`src/rtl/fcu_pkg.sv`:
```
package fcu_pkg;
  localparam logic [7:0] CMD_READ_ARRAY  = 8'hFF;
  localparam logic [7:0] CMD_READ_ID     = 8'h90;
  localparam logic [7:0] CMD_READ_STAT   = 8'h70;
  localparam logic [7:0] CMD_ERASE_SETUP = 8'h20;
  localparam logic [7:0] CMD_ERASE_GO    = 8'hD0;
  localparam logic [7:0] CMD_PROG_SETUP  = 8'h40;
  localparam logic [7:0] CMD_CLR_STAT    = 8'h50;

  localparam int STAT_READY = 7;
  localparam int STAT_EERR  = 5;
  localparam int STAT_WERR  = 4;
  localparam int STAT_VLOW  = 3;

  typedef enum logic [1:0] {SRC_ARRAY, SRC_IDENT, SRC_STATUS} rd_src_e;
  typedef enum logic [1:0] {SEQ_IDLE, SEQ_ERASE_ARMED, SEQ_PROG_ARMED, SEQ_RUNNING} seq_e;
  typedef enum logic {OP_ERASE, OP_PROG} op_e;
endpackage

```
`src/rtl/fcu_op_timer.sv`:
```
module fcu_op_timer #(
  parameter int ERASE_CYC = 2000,
  parameter int WRITE_CYC = 50
) (
  input  logic clk,
  input  logic rst_n,
  input  logic clear,
  input  logic start,
  input  logic is_erase,
  output logic running,
  output logic finish
);
  localparam int LONGEST = (ERASE_CYC > WRITE_CYC) ? ERASE_CYC : WRITE_CYC;
  localparam int CNT_W   = $clog2(LONGEST + 1);
  localparam logic [CNT_W-1:0] ERASE_LOAD = CNT_W'(ERASE_CYC - 1);
  localparam logic [CNT_W-1:0] PROG_LOAD  = CNT_W'(WRITE_CYC - 1);

  logic [CNT_W-1:0] remain;

  always_ff @(posedge clk or negedge rst_n) begin
    if (!rst_n) begin
      running <= 1'b0;
      remain  <= '0;
    end else if (clear) begin
      running <= 1'b0;
      remain  <= '0;
    end else if (start) begin
      running <= 1'b1;
      remain  <= is_erase ? ERASE_LOAD : PROG_LOAD;
    end else if (running) begin
      if (remain == '0) running <= 1'b0;
      else              remain  <= remain - 1'b1;
    end
  end

  assign finish = running && (remain == '0);
endmodule

```
`src/rtl/fcu_cmd_seq.sv`:
```
module fcu_cmd_seq
  import fcu_pkg::*;
#(
  parameter int ADDR_W = 6
) (
  input  logic              clk,
  input  logic              rst_n,
  input  logic              rp_n,
  input  logic              wr_fire,
  input  logic [ADDR_W-1:0] wr_addr,
  input  logic [7:0]        wr_data,
  input  logic              vpp_ok,
  input  logic              running,
  input  logic              finish,
  output rd_src_e           rd_src,
  output logic              start,
  output logic              start_erase,
  output logic              abort,
  output logic              commit_erase,
  output logic              commit_prog,
  output logic [ADDR_W-1:0] op_addr,
  output logic [7:0]        op_data,
  output logic [7:0]        status
);
  seq_e state;
  op_e  op_kind;
  logic err_erase, err_prog, err_vlow;

  assign start_erase = (state == SEQ_ERASE_ARMED);
  assign start = wr_fire && vpp_ok &&
                 ((state == SEQ_PROG_ARMED) ||
                  ((state == SEQ_ERASE_ARMED) && (wr_data == CMD_ERASE_GO)));
  assign abort = running && !vpp_ok;

  assign commit_erase = (state == SEQ_RUNNING) && finish && vpp_ok && (op_kind == OP_ERASE);
  assign commit_prog  = (state == SEQ_RUNNING) && finish && vpp_ok && (op_kind == OP_PROG);

  always_comb begin
    status = 8'h00;
    status[STAT_READY] = !running;
    status[STAT_EERR]  = err_erase;
    status[STAT_WERR]  = err_prog;
    status[STAT_VLOW]  = err_vlow;
  end

  always_ff @(posedge clk or negedge rst_n) begin
    if (!rst_n) begin
      state     <= SEQ_IDLE;
      rd_src    <= SRC_ARRAY;
      op_kind   <= OP_PROG;
      op_addr   <= '0;
      op_data   <= 8'h00;
      err_erase <= 1'b0;
      err_prog  <= 1'b0;
      err_vlow  <= 1'b0;
    end else if (!rp_n) begin
      state     <= SEQ_IDLE;
      rd_src    <= SRC_ARRAY;
      err_erase <= 1'b0;
      err_prog  <= 1'b0;
      err_vlow  <= 1'b0;
    end else begin
      case (state)
        SEQ_IDLE: begin
          if (wr_fire) begin
            case (wr_data)
              CMD_READ_ARRAY: rd_src <= SRC_ARRAY;
              CMD_READ_ID:    rd_src <= SRC_IDENT;
              CMD_READ_STAT:  rd_src <= SRC_STATUS;
              CMD_CLR_STAT: begin
                err_erase <= 1'b0;
                err_prog  <= 1'b0;
                err_vlow  <= 1'b0;
              end
              CMD_ERASE_SETUP: begin
                state  <= SEQ_ERASE_ARMED;
                rd_src <= SRC_STATUS;
              end
              CMD_PROG_SETUP: begin
                state  <= SEQ_PROG_ARMED;
                rd_src <= SRC_STATUS;
              end
              default: ;
            endcase
          end
        end
        SEQ_ERASE_ARMED: begin
          if (wr_fire) begin
            rd_src <= SRC_STATUS;
            if (wr_data != CMD_ERASE_GO) begin
              err_erase <= 1'b1;
              state     <= SEQ_IDLE;
            end else if (!vpp_ok) begin
              err_erase <= 1'b1;
              err_vlow  <= 1'b1;
              state     <= SEQ_IDLE;
            end else begin
              op_kind <= OP_ERASE;
              op_addr <= wr_addr;
              state   <= SEQ_RUNNING;
            end
          end
        end
        SEQ_PROG_ARMED: begin
          if (wr_fire) begin
            rd_src <= SRC_STATUS;
            if (!vpp_ok) begin
              err_prog <= 1'b1;
              err_vlow <= 1'b1;
              state    <= SEQ_IDLE;
            end else begin
              op_kind <= OP_PROG;
              op_addr <= wr_addr;
              op_data <= wr_data;
              state   <= SEQ_RUNNING;
            end
          end
        end
        SEQ_RUNNING: begin
          if (abort) begin
            err_vlow <= 1'b1;
            if (op_kind == OP_ERASE) err_erase <= 1'b1;
            else                     err_prog  <= 1'b1;
            state <= SEQ_IDLE;
          end else if (finish) begin
            state <= SEQ_IDLE;
          end
        end
        default: state <= SEQ_IDLE;
      endcase
    end
  end
endmodule

```
`src/rtl/fcu_byte_store.sv`:
```
module fcu_byte_store #(
  parameter int ADDR_W = 6,
  parameter int BLK_W  = 4
) (
  input  logic              clk,
  input  logic              rst_n,
  input  logic              erase_en,
  input  logic              prog_en,
  input  logic [ADDR_W-1:0] op_addr,
  input  logic [7:0]        op_data,
  input  logic [ADDR_W-1:0] rd_addr,
  output logic [7:0]        rd_data
);
  localparam int NUM_BYTES = 1 << ADDR_W;

  logic [7:0] cells [NUM_BYTES];

  for (genvar g = 0; g < NUM_BYTES; g++) begin : g_cell
    localparam logic [ADDR_W-1:0] SLOT = ADDR_W'(g);
    logic in_block, is_target;
    assign in_block  = (op_addr[ADDR_W-1:BLK_W] == SLOT[ADDR_W-1:BLK_W]);
    assign is_target = (op_addr == SLOT);

    always_ff @(posedge clk or negedge rst_n) begin
      if (!rst_n)                      cells[g] <= 8'hFF;
      else if (erase_en && in_block)   cells[g] <= 8'hFF;
      else if (prog_en && is_target)   cells[g] <= cells[g] & op_data;
    end
  end

  assign rd_data = cells[rd_addr];
endmodule

```
`src/rtl/fcu_read_mux.sv`:
```
module fcu_read_mux
  import fcu_pkg::*;
#(
  parameter logic [7:0] ID_MAKER = 8'hA5,
  parameter logic [7:0] ID_PART  = 8'h3C
) (
  input  rd_src_e    rd_src,
  input  logic       id_sel,
  input  logic [7:0] array_data,
  input  logic [7:0] status,
  output logic [7:0] rd_byte
);
  always_comb begin
    case (rd_src)
      SRC_IDENT:  rd_byte = id_sel ? ID_PART : ID_MAKER;
      SRC_STATUS: rd_byte = status;
      default:    rd_byte = array_data;
    endcase
  end
endmodule

```
`src/rtl/flash_cmd_ctrl.sv`:
```
module flash_cmd_ctrl
  import fcu_pkg::*;
#(
  parameter int         ADDR_W    = 6,
  parameter int         BLK_W     = 4,
  parameter int         ERASE_CYC = 2000,
  parameter int         WRITE_CYC = 50,
  parameter logic [7:0] ID_MAKER  = 8'hA5,
  parameter logic [7:0] ID_PART   = 8'h3C
) (
  input  logic              clk,
  input  logic              rst_n,
  input  logic              ce_n,
  input  logic              oe_n,
  input  logic              we_n,
  input  logic              rp_n,
  input  logic              vpp_ok,
  input  logic [ADDR_W-1:0] addr,
  input  logic [7:0]        din,
  output logic [7:0]        dout,
  output logic              dout_en,
  output logic              ry_by
);
  logic              wr_fire;
  logic              start, start_erase, abort, running, finish;
  logic              commit_erase, commit_prog;
  logic [ADDR_W-1:0] op_addr;
  logic [7:0]        op_data, status, array_data, rd_byte;
  rd_src_e           rd_src;

  assign wr_fire = !ce_n && !we_n && rp_n;

  fcu_cmd_seq #(.ADDR_W(ADDR_W)) seq_i (
    .clk(clk), .rst_n(rst_n), .rp_n(rp_n), .wr_fire(wr_fire),
    .wr_addr(addr), .wr_data(din), .vpp_ok(vpp_ok),
    .running(running), .finish(finish), .rd_src(rd_src),
    .start(start), .start_erase(start_erase), .abort(abort),
    .commit_erase(commit_erase), .commit_prog(commit_prog),
    .op_addr(op_addr), .op_data(op_data), .status(status)
  );

  fcu_op_timer #(.ERASE_CYC(ERASE_CYC), .WRITE_CYC(WRITE_CYC)) timer_i (
    .clk(clk), .rst_n(rst_n), .clear(abort || !rp_n),
    .start(start), .is_erase(start_erase),
    .running(running), .finish(finish)
  );

  fcu_byte_store #(.ADDR_W(ADDR_W), .BLK_W(BLK_W)) store_i (
    .clk(clk), .rst_n(rst_n), .erase_en(commit_erase), .prog_en(commit_prog),
    .op_addr(op_addr), .op_data(op_data), .rd_addr(addr), .rd_data(array_data)
  );

  fcu_read_mux #(.ID_MAKER(ID_MAKER), .ID_PART(ID_PART)) mux_i (
    .rd_src(rd_src), .id_sel(addr[0]), .array_data(array_data),
    .status(status), .rd_byte(rd_byte)
  );

  assign dout_en = !ce_n && !oe_n && we_n && rp_n;
  assign dout    = dout_en ? rd_byte : 8'h00;
  assign ry_by   = !running;
endmodule

```
`config.mk`:
```
export PLATFORM = sky130hd
export DESIGN_NAME = flash_cmd_ctrl
export DESIGN_NICKNAME = d
export VERILOG_FILES = /design/src/rtl/fcu_pkg.sv /design/src/rtl/fcu_op_timer.sv /design/src/rtl/fcu_cmd_seq.sv /design/src/rtl/fcu_byte_store.sv /design/src/rtl/fcu_read_mux.sv /design/src/rtl/flash_cmd_ctrl.sv
export SDC_FILE = /design/constraint.sdc
export NUM_CORES = 1
export LEC_CHECK = 0
export BUFFER_PORTS_ARGS = -buffer_cell sky130_fd_sc_hd__buf_2
export CAP_MARGIN = 20
export CORE_UTILIZATION = 40
export DETAILED_ROUTE_END_ITERATION = 10
export HOLD_SLACK_MARGIN = 0.03
export SETUP_SLACK_MARGIN = 0.15
export SYNTH_ARGS = -nofsm -noshare
export SYNTH_HDL_FRONTEND = slang
export SYNTH_SLANG_ARGS = --single-unit
```
`constraint.sdc`:
```
create_clock -name clk -period 3.7 [get_ports clk]
set_input_delay 0.555 -clock clk [delete_from_list [all_inputs] [get_ports clk]]
set_output_delay 0.555 -clock clk [all_outputs]
set_load 0.02 [all_outputs]
```
[After elaboration in Yosys (flattened, before gate mapping)]
Index checks and enable logic that the tools add are counted.
W data, S select, Z words.
Operators by class
  add/sub/neg operators: 1
  multipliers: 0
  divide/modulo/power cells: 0
  order comparisons: 1
  equality and inequality tests: 102
  shift-type cells: 0
  muxes and demuxes: 190
  bitwise gates (word level): 66
  reduce and logical (&&, ||, !) cells: 171
Operator list (number)
  $mux W8: 132
  $and A8 B8 Y8: 64
  $eq A6 B6 Y1 const B: 32
  $reduce_bool A2 Y1: 65
  $eq A6 B5 Y1 const B: 16
  $logic_and A1 B1 Y1: 82
  $mux W11: 5
  $bmux W8 S6: 1
  $eq A6 B4 Y1 const B: 8
  $mux W1: 27
  $eq A6 B3 Y1 const B: 4
  $eq A8 B7 Y1 const B: 3
  $eq A8 B8 Y1 const B: 3
  $mux W6: 4
  $mux W2: 11
  $reduce_and A7 Y1: 3
  $ne A3 B2 Y1 const B: 6
  $ne A3 B3 Y1 const B: 6
  $pmux W8 S2: 1
  $eq A6 B2 Y1 const B: 2
  $pmux W6 S2: 1
  $logic_not A11 Y1: 1
  $sub A11 B1 Y11 const B: 1
  $eq A2 B2 Y1 const B: 5
  other kinds (30): 48
Word-level totals
  flip-flop bits (word level): 546
  bits in latches: 0
  RAM bits: 0
  ROM bits: 0
  word-level logic and storage cells: 605
  memories: 0

[Logic depth before layout (Yosys ltp)]
  depth after elaboration: 8
  gate-level depth with buffers: 10
  mapped depth without buffers: 8

[Hierarchy]
A second synthesis with hierarchy kept.
Unflattened totals
  cells, all modules: 2324
  area total of the unflattened synthesis: 25276.7 µm²
By module, submodules not included
  fcu_byte_store: times used 1, cells an instance 2058, area each 22844.4 µm²
  fcu_cmd_seq: times used 1, cells an instance 141, area each 1426.4 µm²
  fcu_op_timer: times used 1, cells an instance 80, area each 732.0 µm²
  fcu_read_mux: times used 1, cells an instance 32, area each 182.7 µm²
  flash_cmd_ctrl: times used 1, cells an instance 13, area each 91.3 µm²

[Least setup slack after synthesis]
OpenSTA, ideal clock, no wires.
  kind: input-to-output
  from: input port addr[0]
  to: output port dout[6]
  arrival time: 2.684 ns
  data required time: 3.145 ns
  path slack: 0.461 ns
  stages: 9
  path buffers: 3
  path through: buf_2 buf_2 buf_2 mux4_2 mux4_2 nand3_1 nand3_1 a21oi_1 nor2_1
On the way
  longest elaborated chain between the ends: 6
RTL lines
  start: declaration: RTL line flash_cmd_ctrl.sv:18  | input logic [ADDR_W-1:0] addr,
  $not A6 Y7 (not written as such): RTL line fcu_byte_store.sv:31  | assign rd_data = cells[rd_addr];
  $bmux W8 S6: RTL line fcu_byte_store.sv:31
  $mux W8 (not written as such) (2 in series): RTL line fcu_byte_store.sv:31
  $pmux W8 S2: RTL line fcu_read_mux.sv:14  | case (rd_src)
  $mux W8: RTL line flash_cmd_ctrl.sv:59  | assign dout = dout_en ? rd_byte : 8'h00;
  end: declaration: RTL line flash_cmd_ctrl.sv:20  | output logic [7:0] dout,
No other way between the ends. The select of a mux whose other input is x is not followed.

[Worst setup path after layout]
  from: input port addr[0]
  to: output port dout[4]
On the way
  longest elaborated chain between the ends: 6
  elaborated cells between the ends (all ways): 7
RTL lines (RTL line)
  $not A6 Y7 (not written as such): fcu_byte_store.sv:31
  $bmux W8 S6: fcu_byte_store.sv:31
  $mux W8 (not written as such) (2 in series): fcu_byte_store.sv:31
  $pmux W8 S2 (*): fcu_read_mux.sv:14
  $mux W8 (*): flash_cmd_ctrl.sv:59
Every way passes the cells marked *; elsewhere a longest branch is shown, timed or not. The select of a mux whose other input is x is not followed.

==> run_results.csv <==
group,metric,value,unit
job,max_cap_viol_count,0,
clock_network,cts.reportedPaths.clkPinSlew,0.06,ns
die,die_area,64000,um2
die,starting_utilization_of_the_core_area,40.7,%
sta,fin_hold_ws,0.212,ns
routing,wl,72500,um
pwr,power_switching_share,23.0,%
routing,wl_met2,33900,um
logic_synthesis,synth_async_sr_flop_share,100,%
logic_synthesis,syn_inst,2274,
critical_path,path_class,"input port to output pin",
critical_path,end_kind,"output pin",
clock_network,htreeDepth,2,
logic_synthesis,seq_area_frac_synth,56.7,%
critical_path,critical_path.startpoint_type,"input port",
sta,timing_hold_violations_final,0,
pwr,power.clock.fraction,45.9,%
routing,drc,0,
logic_synthesis,synth_area,25200,um2
pwr,internal_power,9.47,mW
logic_synthesis,mappedNetlistNets,2303,
sta,fmaxAchievable,289,MHz
logic_synthesis,postSynthRegisterBits,546,
critical_path,worstPathMaxFanout,18,
global_route,grt_pass1_vias,18000,
critical_path,path_buf_inv,4,
critical_path,worst_path_cell_chain,"buf_6, buf_12, buf_12, mux4_2, mux4_2, a31oi_1, a221oi_2, buf_2",
die,std_cell_rows,91,
routing,initial_drt_pass_iterations,5,
sta,report.final.setup_viol,0,
layout,final_cell_area,28300,um2
pwr,seqPwrFrac,49.2,%
clock_network,cts-root-to-sink-buffers,3,
critical_path,worst_ep_required,3.14,ns
pwr,vdd_ir_drop_max,0.320,mV
sta,rsz_0062_raised_after_global_routing,"true",
routing,detail_route.iter0.violations,1723,
placement,hpwlAfterDp,46600,um
sta,skew,0.0341,ns
clock_network,cts_tree,"built",
pwr,combinational_fraction_of_design_power,4.9,%
layout,drive_above_1_share,39.2,%
layout,layout.core_utilization,45.7,%
global_route,grt_max_degree,100,
layout,insertedDiodeCount,0,
critical_path,critPathTopFamily,"multiplexers",
logic_synthesis,post_synth_num_cell_types,64,
critical_path,crit_arrival,2.91,ns
placement,numPortBuffers,30,
clock_network,postCtsSetupRepairBufs,0,
logic_synthesis,post_synth.cell_area_avg,11.1,um2
die,ios,31,
global_route,overflow,0,
global_route,initial_antenna_violation_count,1,
sta,finalCritPeriodShare,93.5,%
routing,drt.antenna.violating_nets,0,
logic_synthesis,synth_ff_type,"dfstp_2",
pwr,power.static_leakage,13.3,nW
die,die_extent_in_y,253,um
placement,gp_routability_congestion,0.919,
pwr,power_per_cell_area,435,nW/um2
routing,top_layer_used,"met5",
global_route,grt_first_pass_wirelength,112000,um
sta,final_number_of_max_transition_violations,0,
critical_path,cp_slowest_stage_delay,0.54,ns
layout,nets,2278,
die,floorplan.core_area,61900,um2
clock_network,clk_latency,0.63,ns
pwr,p_switching,2.83,mW
routing,post_drt_via_cell_ratio,5.85,
hold_path,holdCritPathClass,"input port to flop",
layout,layout_commonest_cell,"nand2_1",
layout,mostFrequentLayoutCells,"596 x nand2_1, 513 x dfstp_2, 441 x o21ai_0, 146 x mux4_2, 89 x o21ai_1",
critical_path,critical_path.slowest_cell,"mux4_2",
status,run_status,"finished clean",
sta,worst-slew-pin-transition,1.14,ns
layout,syn2layout_area_growth,12.3,%
logic_synthesis,synth_edf_count,0,
sta,fin_crit,3.46,ns
clock_network,tritoncts_buffer_count,55,
sta,timing.max_slew.rel_slack,23.9,%
global_route,globalRouteTotalUtil,22.9,%
logic_synthesis,synth.yosys.warnings,0,
routing,detail_route.wl_per_cell,23.2,um
clock_network,clock_sink_count,546,
routing,routed_length_on_met1,31100,um
sta,final_total_negative_setup_slack,0,ns
die,fp.dieW,253,um
clock_network,clk_root_buf,"clkbuf_16",
routing,routed-via-count,18300,
routing,met3_wirelength,5190,um
placement,place_area,26400,um2
[kinds of logic after synthesis]
| logic type | after synthesis | synth area share [%] |
|---|---|---|
| and+or+nand+nor | 729 | 12.2 |
| AOI/OAI and AO/OA | 619 | 13.0 |
| DFF | 546 | 56.7 |
| buffers and inverters | 188 | 3.05 |
| muxes | 180 | 14.5 |
| adders and majority gates | 8 | 0.397 |
| xor gates and xnor gates | 4 | 0.139 |
[flip-flops by register name, summed over array words and instances (netlist names)]
register and cells:
store_i.cells 512, timer_i.remain 11, seq_i.op_data 8, seq_i.op_addr 6, seq_i.rd_src 2, seq_i.state 2
seq_i.err_erase 1, seq_i.err_prog 1, seq_i.err_vlow 1, seq_i.op_kind 1, timer_i.running 1
[metrics by stage]
step	setup slack (ns)	power (mW)	std cells
6_report	0.239	12.3	3129
5_1_grt	0.144	12.7	3129
4_1_cts	0.202	12.4	3128
3_5_place_dp	0.206	6.74	3027
3_3_place_gp	0.218	6.73	3027
2_1_floorplan	0.461	6.44	2274
[area by class of cell]
| class | instances | area [um2] |
|---|---|---|
| Fill cell | 5630 | 33600 |
| Sequential cell | 546 | 14300 |
| Multi-Input combinational cell | 1540 | 10200 |
| Clock buffer | 82 | 1630 |
| Tap cell | 837 | 1050 |
| Timing Repair Buffer | 93 | 885 |
| Clock inverter | 18 | 184 |
| Inverter | 13 | 48.8 |
[what timing repair did]
item,in CTS,in global routing
gates resized for setup,0,3
setup endpoints to repair,0,3
hold buffers,1,0
endpoints found under the hold margin,2,0
[synth_stat cells, drive strengths merged (5+ instances only)]
cell type	instances	area [um2]
mux2i	12	120
ha	8	100
nand2	609	2360
mux2	22	248
nand2b	17	106
nor2	27	109
mux4	146	3290
a31oi	11	68.8
o31ai	5	42.5
dfrtp	33	826
or3	6	37.5
nor2b	18	128
o21ai	530	2650
a211oi	7	52.6
a21oi	26	130
a21o	7	52.6
clkbuf	143	537
nor4	10	62.6
buf	32	184
nand3	11	55.1
nor3	13	76.3
dfstp	513	13500
inv	12	45.0
[worst paths after layout]
kind / startpoint / to / slack (ns) / cells past startpoint
setup / recovery: addr[0] / dout[4] / 0.24 / 8
hold / removal: din[2] / seq_i.op_data[2] / 0.21 / 2
setup reg to reg: timer_i.remain[0] / store_i.cells[479] / 0.41 / 8
hold reg to reg: store_i.cells[193] / store_i.cells[193] / 0.48 / 2
max in group asynchronous: rst_n / store_i.cells[92] / 2.10 / 3
min in group asynchronous: rst_n / seq_i.op_addr[3] / 0.55 / 2
[power by group through the flow]
stage	Combinational, mW	Sequential [mW]	Clock (mW)
2_1_floorplan	0.321	6.12	0
4_1_cts	0.600	6.06	5.75
5_1_grt	0.655	6.06	5.95
3_3_place_gp	0.588	6.14	0
6_report	0.601	6.06	5.65
3_5_place_dp	0.597	6.14	0
[layer usage]
layer	vias up	track usage, %
met5	-	0
met4	2	8.28
met3	131	4.03
met2	727	35.8
met1	9514	32.0
li1	7928	-
[worst reg2reg max path: cells and delay by family (launching register included)]
kind	cells	cell delay, ns
and+or+nand+nor	5	2.18
AOI/OAI and AO/OA	1	0.33
adders and majority gates	1	0.18
DFF	1	0.39
buffers and inverters	1	0.12
No activity file was read; power rests on OpenSTA's default activity.
